$ cat config.mk
export PLATFORM = sky130hd
export DESIGN_NAME = dbg_trig_seq
export DESIGN_NICKNAME = d
export VERILOG_FILES = /design/src/rtl/dts_pkg.sv /design/src/rtl/dts_regs.sv /design/src/rtl/dts_arb.sv /design/src/rtl/dts_fsm.sv /design/src/rtl/dbg_trig_seq.sv
export SDC_FILE = /design/constraint.sdc
export NUM_CORES = 1
export LEC_CHECK = 0
export BUFFER_PORTS_ARGS = -buffer_cell sky130_fd_sc_hd__buf_2
export CAP_MARGIN = 20
export CELL_PAD_IN_SITES_DETAIL_PLACEMENT = 0
export CELL_PAD_IN_SITES_GLOBAL_PLACEMENT = 1
export CORE_ASPECT_RATIO = 0.8
export CORE_MARGIN = 2
export CORE_UTILIZATION = 47
export CTS_BUF_LIST = sky130_fd_sc_hd__clkbuf_8
export DETAILED_ROUTE_END_ITERATION = 16
export GPL_TIMING_DRIVEN = 0
export PLACE_DENSITY_LB_ADDON = 0.1
export SYNTH_ARGS = -nofsm -noshare
export SYNTH_HDL_FRONTEND = slang
export SYNTH_SLANG_ARGS = --single-unit
$ cat constraint.sdc
create_clock -name clk -period 3.27 [get_ports clk]
set_clock_uncertainty 0.15 [all_clocks]
set_input_delay 0.654 -clock clk [delete_from_list [all_inputs] [get_ports clk]]
set_output_delay 0.654 -clock clk [all_outputs]
set_load 0.01 [all_outputs]
$ cat src/rtl/dts_pkg.sv
package dts_pkg;

   typedef enum logic [1:0] {
      ST_FIN = 2'b00,
      ST_ONE = 2'b01,
      ST_TWO = 2'b10,
      ST_THR = 2'b11
   } seq_st_e;

   typedef enum logic [2:0] {
      TG_NONE = 3'd0,
      TG_ONE  = 3'd1,
      TG_TWO  = 3'd2,
      TG_THR  = 3'd3,
      TG_FIN  = 3'd4
   } tgt_e;

   // target of one channel under a 4-bit selection code
   function automatic tgt_e code_target(input logic [3:0] code, input int unsigned ch);
      tgt_e t [4];
      for (int i = 0; i < 4; i++) t[i] = TG_NONE;
      case (code)
         4'd1:  t[0] = TG_FIN;
         4'd2:  t[1] = TG_FIN;
         4'd3:  t[2] = TG_FIN;
         4'd4:  t[3] = TG_FIN;
         4'd5:  for (int i = 0; i < 4; i++) t[i] = TG_FIN;
         4'd6:  begin t[0] = TG_ONE; t[1] = TG_THR; end
         4'd7:  begin t[0] = TG_TWO; t[1] = TG_FIN; end
         4'd8:  begin t[1] = TG_ONE; t[3] = TG_THR; end
         4'd9:  begin t[2] = TG_ONE; t[3] = TG_FIN; end
         4'd10: begin t[0] = TG_FIN; t[1] = TG_THR; end
         4'd11: begin t[0] = TG_THR; t[2] = TG_TWO; end
         4'd12: begin t[0] = TG_FIN; t[1] = TG_FIN; t[3] = TG_FIN; end
         4'd13: for (int i = 0; i < 4; i++) t[i] = TG_THR;
         4'd14: begin t[0] = TG_ONE; t[1] = TG_TWO; t[2] = TG_THR; t[3] = TG_FIN; end
         default: ;
      endcase
      return t[ch[1:0]];
   endfunction

endpackage

$ cat src/rtl/dts_regs.sv
module dts_regs
   import dts_pkg::*;
#(
   parameter int DATA_W = 8,
   parameter int ADDR_W = 2,
   parameter int SEL_W  = 4,
   parameter int NUM_CH = 4,
   parameter int NUM_ST = 3
) (
   input  logic                          clk,
   input  logic                          rst_n,
   input  logic                          reg_wr,
   input  logic [ADDR_W-1:0]             reg_addr,
   input  logic [DATA_W-1:0]             reg_wdata,
   output logic [DATA_W-1:0]             reg_rdata,
   input  logic                          armed,
   input  seq_st_e                       seq_state,
   output logic [1:0]                    bank,
   output logic [NUM_ST-1:0][SEL_W-1:0]  sel_code,
   output logic [NUM_CH-1:0]             ch_en,
   output logic                          arm_wr,
   output logic                          disarm_wr
);

   localparam logic [ADDR_W-1:0] A_CTRL = ADDR_W'(0);
   localparam logic [ADDR_W-1:0] A_SEL  = ADDR_W'(1);
   localparam logic [ADDR_W-1:0] A_EN   = ADDR_W'(2);

   logic ctrl_wr, sel_wr, en_wr;
   logic unused_wdata;

   assign ctrl_wr   = reg_wr && (reg_addr == A_CTRL);
   assign sel_wr    = reg_wr && (reg_addr == A_SEL) && !armed;
   assign en_wr     = reg_wr && (reg_addr == A_EN)  && !armed;
   assign arm_wr    = ctrl_wr &&  reg_wdata[0];
   assign disarm_wr = ctrl_wr && !reg_wdata[0];
   assign unused_wdata = ^reg_wdata[DATA_W-1:3];

   always_ff @(posedge clk or negedge rst_n) begin
      if (!rst_n)       bank <= 2'b00;
      else if (ctrl_wr) bank <= reg_wdata[2:1];
   end

   for (genvar s = 0; s < NUM_ST; s++) begin : g_sel
      always_ff @(posedge clk or negedge rst_n) begin
         if (!rst_n)                            sel_code[s] <= '0;
         else if (sel_wr && (bank == 2'(s)))    sel_code[s] <= reg_wdata[SEL_W-1:0];
      end
   end

   always_ff @(posedge clk or negedge rst_n) begin
      if (!rst_n)     ch_en <= '0;
      else if (en_wr) ch_en <= reg_wdata[NUM_CH-1:0];
   end

   always_comb begin
      reg_rdata = '0;
      case (reg_addr)
         A_CTRL: begin
            reg_rdata[0]   = armed;
            reg_rdata[2:1] = bank;
            reg_rdata[4:3] = seq_state;
         end
         A_SEL: begin
            case (bank)
               2'b00:   reg_rdata[SEL_W-1:0] = sel_code[0];
               2'b01:   reg_rdata[SEL_W-1:0] = sel_code[1];
               2'b10:   reg_rdata[SEL_W-1:0] = sel_code[2];
               default: reg_rdata[SEL_W-1:0] = '0;
            endcase
         end
         A_EN:    reg_rdata[NUM_CH-1:0] = ch_en;
         default: reg_rdata = '0;
      endcase
   end

endmodule

$ cat src/rtl/dts_arb.sv
module dts_arb
   import dts_pkg::*;
#(
   parameter int SEL_W  = 4,
   parameter int NUM_CH = 4
) (
   input  logic [SEL_W-1:0]  code,
   input  logic [NUM_CH-1:0] match_in,
   input  logic [NUM_CH-1:0] ch_en,
   output tgt_e              win_tgt
);

   tgt_e tgt_ch [NUM_CH];

   for (genvar i = 0; i < NUM_CH; i++) begin : g_ch
      assign tgt_ch[i] = (match_in[i] && ch_en[i]) ? code_target(code, i) : TG_NONE;
   end

   always_comb begin
      logic any_fin;
      tgt_e low;
      any_fin = 1'b0;
      low     = TG_NONE;
      for (int i = NUM_CH - 1; i >= 0; i--) begin
         if (tgt_ch[i] == TG_FIN)       any_fin = 1'b1;
         else if (tgt_ch[i] != TG_NONE) low = tgt_ch[i];
      end
      win_tgt = any_fin ? TG_FIN : low;
   end

endmodule

$ cat src/rtl/dts_fsm.sv
module dts_fsm
   import dts_pkg::*;
(
   input  logic    clk,
   input  logic    rst_n,
   input  logic    arm_wr,
   input  logic    disarm_wr,
   input  tgt_e    win_tgt,
   output logic    armed,
   output seq_st_e seq_state,
   output logic    trigger
);

   always_ff @(posedge clk or negedge rst_n) begin
      if (!rst_n) begin
         armed     <= 1'b0;
         seq_state <= ST_ONE;
         trigger   <= 1'b0;
      end else begin
         trigger <= 1'b0;
         if (arm_wr) begin
            armed     <= 1'b1;
            seq_state <= ST_ONE;
         end else if (disarm_wr) begin
            armed <= 1'b0;
         end else if (armed) begin
            case (win_tgt)
               TG_ONE: seq_state <= ST_ONE;
               TG_TWO: seq_state <= ST_TWO;
               TG_THR: seq_state <= ST_THR;
               TG_FIN: begin
                  seq_state <= ST_FIN;
                  armed     <= 1'b0;
                  trigger   <= 1'b1;
               end
               default: ;
            endcase
         end
      end
   end

endmodule

$ cat src/rtl/dbg_trig_seq.sv
module dbg_trig_seq
   import dts_pkg::*;
#(
   parameter int DATA_W = 8,
   parameter int ADDR_W = 2,
   parameter int SEL_W  = 4,
   parameter int NUM_CH = 4
) (
   input  logic              clk,
   input  logic              rst_n,
   input  logic              reg_wr,
   input  logic [ADDR_W-1:0] reg_addr,
   input  logic [DATA_W-1:0] reg_wdata,
   output logic [DATA_W-1:0] reg_rdata,
   input  logic [NUM_CH-1:0] match_in,
   output logic              armed,
   output logic [1:0]        seq_state,
   output logic              trigger
);

   localparam int NUM_ST = 3;

   if (NUM_CH != 4) begin : g_chk_ch
      $error("dbg_trig_seq: selection codes are defined for four channels");
   end
   if (SEL_W != 4) begin : g_chk_sel
      $error("dbg_trig_seq: selection code must be 4 bits");
   end
   if (DATA_W < 5) begin : g_chk_data
      $error("dbg_trig_seq: data width too small for control readback");
   end
   if (ADDR_W < 2) begin : g_chk_addr
      $error("dbg_trig_seq: address width too small for register map");
   end

   logic [1:0]                   bank;
   logic [NUM_ST-1:0][SEL_W-1:0] sel_code;
   logic [NUM_CH-1:0]            ch_en;
   logic                         arm_wr, disarm_wr;
   logic [SEL_W-1:0]             cur_code;
   tgt_e                         win_tgt;
   seq_st_e                      st;

   assign seq_state = st;

   dts_regs #(
      .DATA_W(DATA_W), .ADDR_W(ADDR_W), .SEL_W(SEL_W),
      .NUM_CH(NUM_CH), .NUM_ST(NUM_ST)
   ) u_regs (
      .clk(clk), .rst_n(rst_n),
      .reg_wr(reg_wr), .reg_addr(reg_addr), .reg_wdata(reg_wdata),
      .reg_rdata(reg_rdata),
      .armed(armed), .seq_state(st),
      .bank(bank), .sel_code(sel_code), .ch_en(ch_en),
      .arm_wr(arm_wr), .disarm_wr(disarm_wr)
   );

   always_comb begin
      case (st)
         ST_ONE:  cur_code = sel_code[0];
         ST_TWO:  cur_code = sel_code[1];
         ST_THR:  cur_code = sel_code[2];
         default: cur_code = '0;
      endcase
   end

   dts_arb #(.SEL_W(SEL_W), .NUM_CH(NUM_CH)) u_arb (
      .code(cur_code), .match_in(match_in), .ch_en(ch_en), .win_tgt(win_tgt)
   );

   dts_fsm u_fsm (
      .clk(clk), .rst_n(rst_n),
      .arm_wr(arm_wr), .disarm_wr(disarm_wr), .win_tgt(win_tgt),
      .armed(armed), .seq_state(st), .trigger(trigger)
   );

endmodule

==> results.py <==
metrics = {
    "logic_synthesis": {
        "synth_top_family_by_area": "multiplexers",
        "synthCells": 166,
        "synthArstFlopShare_pct": 100,
        "avgSynthCellArea_um2": 9.63,
        "ys_ff_latch": 22,
        "yosysUniqueCellTypes": 49,
        "synth_edf_count": 0,
        "ys_warn_count": 0,
        "synth-simple-area-share_pct": 18.9,
        "muxShareOfSynthArea_pct": 21.2,
        "ys_seq_area_share_pct": 34.5,
        "synth-main-ff-cell": "dfrtp_1",
        "synth_fa_ha_area_share_pct": 0,
        "synth_compound_area_share_pct": 19.3,
        "synth_area_mm2": 0.00160,
        "synthXorXnorAreaFrac_pct": 0.548,
    },
    "job": {
        "drv_cap": 0,
    },
    "power_and_ir_drop": {
        "power_leakage_nw": 0.817,
        "power.density_mw_per_mm2": 1000,
        "vdd.ir_drop.worst_mv": 0.487,
    },
    "drt": {
        "drt-initial-drc-count": 93,
        "vias": 1356,
        "viasPerCell": 5.82,
        "drtAntennaViolNets": 0,
        "drc_errors": 0,
        "drt_pass1_iterations": 4,
        "wirelength_mm": 3.77,
        "wire_per_inst_um": 16.2,
    },
    "clocking": {
        "clk_latency_ps": 270,
        "clkTransAtPathRegs_ps": 80,
        "postCtsSetupRepairBufs": 0,
        "h-tree-depth": 1,
        "cts_tree": "yes",
        "ctsHoldBuffers": 0,
        "cts_resized": 0,
        "cts_root_buf": "clkbuf_8",
        "cts-buffers-inserted": 3,
        "cts_buffer_depth": 2,
        "clock-sinks": 22,
    },
    "finish": {
        "syn2layout_area_growth_pct": 14.6,
        "layout.nets": 211,
        "diodes": 0,
        "final_common_cell": "buf_2",
        "instances_no_fill": 233,
        "layout_common_cells": "buf_2 (24), dfrtp_1 (21), nand2_1 (16)",
        "drive_above_1_share_pct": 28.0,
    },
    "timing": {
        "final-setup-viol-count": 0,
        "finalCriticalPeriod_ps": 2660,
        "finalHoldViolCount": 0,
        "rsz0062_at_grt": "no",
        "fmax_mhz": 376,
        "finalCritPeriodShare_pct": 81.4,
        "tightest_slew_ps": 803,
        "max_slew_margin_pct": 46.3,
        "hold_ws_ps": 185,
        "finalSetupTns_ps": 0,
        "slew_viol_final": 0,
    },
    "status": {
        "status": "finished, final reports clean",
    },
    "floorplanning": {
        "rows": 18,
        "die_area_mm2": 0.00388,
        "dieWidth_um": 69.2,
        "core_region_area_mm2": 0.00318,
        "initial_core_util_pct": 50.3,
        "ios": 29,
        "dieHeight_um": 56.2,
    },
    "global_route": {
        "grt_overflow": 0,
        "grt_max_degree": 23,
        "grt_pass1_vias": 1287,
        "grt_pass1_wl_mm": 6.31,
        "antenna_found_initial": 0,
        "grt_use_total_pct": 20.5,
    },
    "worst_setup_path": {
        "crit_path_start_kind": "register",
        "cp_common_cell": "nor2_1",
        "cp.required_ps": 2470,
        "cp_max_fo": 10,
        "crit_buf_inv": 2,
        "critPathMaxStageDelay_ps": 410,
        "crit_arrival_ps": 1860,
        "cpMaxStageDelayCell": "clkbuf_1",
        "end_kind": "primary output",
        "path_delay_family": "buffers and inverters",
        "r2r_setup_slack_ps": 740,
        "path_cells": "clkbuf_1 > mux2i_1 > nor2_1 > a21oi_1 > nor2_1 > nand2_1 > o21ai_0 > buf_2",
        "worstSetupPathType": "register to primary output",
    },
    "place": {
        "placed_cells": 229,
        "io_buffers": 21,
        "dp_hpwl_mm": 2.98,
        "finalWeightedCongestion": 0.859,
    },
    "min_path": {
        "hold_path_class": "input port to async pin",
    },
}
worst paths after layout:
| kind | cells past startpoint | end | startpoint |
|---|---|---|---|
| worst max-delay path | 8 | reg_rdata[0] | u_regs.bank[0]$_DFFE_PN0P_ |
| worst min-delay path | 1 | u_regs.bank[0]$_DFFE_PN0P_ | rst_n |
| worst max register to register | 9 | u_fsm.seq_state[0]$_DFFE_PN1P_ | u_fsm.seq_state[0]$_DFFE_PN1P_ |
| worst min register to register | 1 | u_regs.sel_code[3]$_DFFE_PN0P_ | u_regs.sel_code[3]$_DFFE_PN0P_ |
| max in group asynchronous | 1 | u_fsm.seq_state[0]$_DFFE_PN1P_ | rst_n |
| min in group clk | 1 | u_regs.sel_code[3]$_DFFE_PN0P_ | u_regs.sel_code[3]$_DFFE_PN0P_ |
flip-flops by register name, summed over array words and instances (netlist names):
register         count
u_regs.bank          2
u_regs.sel_code     12
u_fsm.trigger        1
u_fsm.seq_state      2
u_fsm.armed          1
u_regs.ch_en         4
power by group:
part           internal [W]  switching, W
combinational      0.000471      0.000607
clock              0.000164     0.0000927
sequential         0.000394      0.000110
stage by stage:
step	instance area [µm²]	util [%]	total power (W)	setup WS (ps)
floorplan	1610	-	0.00132	1030
global placement	1760	55.4	0.00155	705
detailed placement	1760	55.4	0.00157	618
CTS	1830	57.7	0.00183	639
global route	1830	57.7	0.00198	446
finish	1830	57.7	0.00184	608
kinds of logic after synthesis:
group | Yosys count
flops | 22
simple gates | 55
xor+xnor | 1
buf+inv | 15
compound gates | 42
other cells | 1
mux | 30
layout make-up:
class / instances / area (µm²)
multi-input combinational: 131 / 970
clock inverter: 1 / 30.0
fill: 287 / 1340
tap: 40 / 50.0
timing repair buffer: 21 / 105
sequential: 22 / 552
buffer: 13 / 76.3
clock buffer: 3 / 41.3
inverter: 2 / 7.51
Yosys cell counts (all sizes together) (2+ instances only):
master | count | area, µm²
mux2 | 22 | 259
dfrtp | 21 | 526
nand2 | 16 | 60.1
nor2 | 12 | 45.0
o21ai | 11 | 58.8
a21oi | 10 | 50.1
buf | 8 | 56.3
mux2i | 8 | 80.1
clkbuf | 5 | 20.0
nor3b | 5 | 37.5
a22oi | 4 | 57.6
and2 | 4 | 30.0
nand3 | 4 | 20.0
o22ai | 4 | 25.0
a22o | 3 | 27.5
nand3b | 3 | 22.5
nand4 | 3 | 18.8
a211oi | 2 | 20.0
a32oi | 2 | 17.5
and2b | 2 | 18.8
inv | 2 | 7.51
layer usage:
layer | track usage, % | share of wire [%] | vias up
li1 | - | - | 664
met4 | 3.92 | 0.56 | 0
met2 | 29.3 | 42 | 42
met1 | 31.8 | 51 | 645
met3 | 4.17 | 5.9 | 5
met5 | 0 | 0 | -
worst reg2reg max path, stage by stage (launching register included):
cell and delay (ps):
dfstp_2 540, buf_2 260, mux2i_1 260, buf_2 250, nor2_1 70, o21ai_0 160, a21oi_1 100, a211oi_2 440
nand3_1 140, nand4_1 120
No activity file was read; power rests on OpenSTA's default activity.
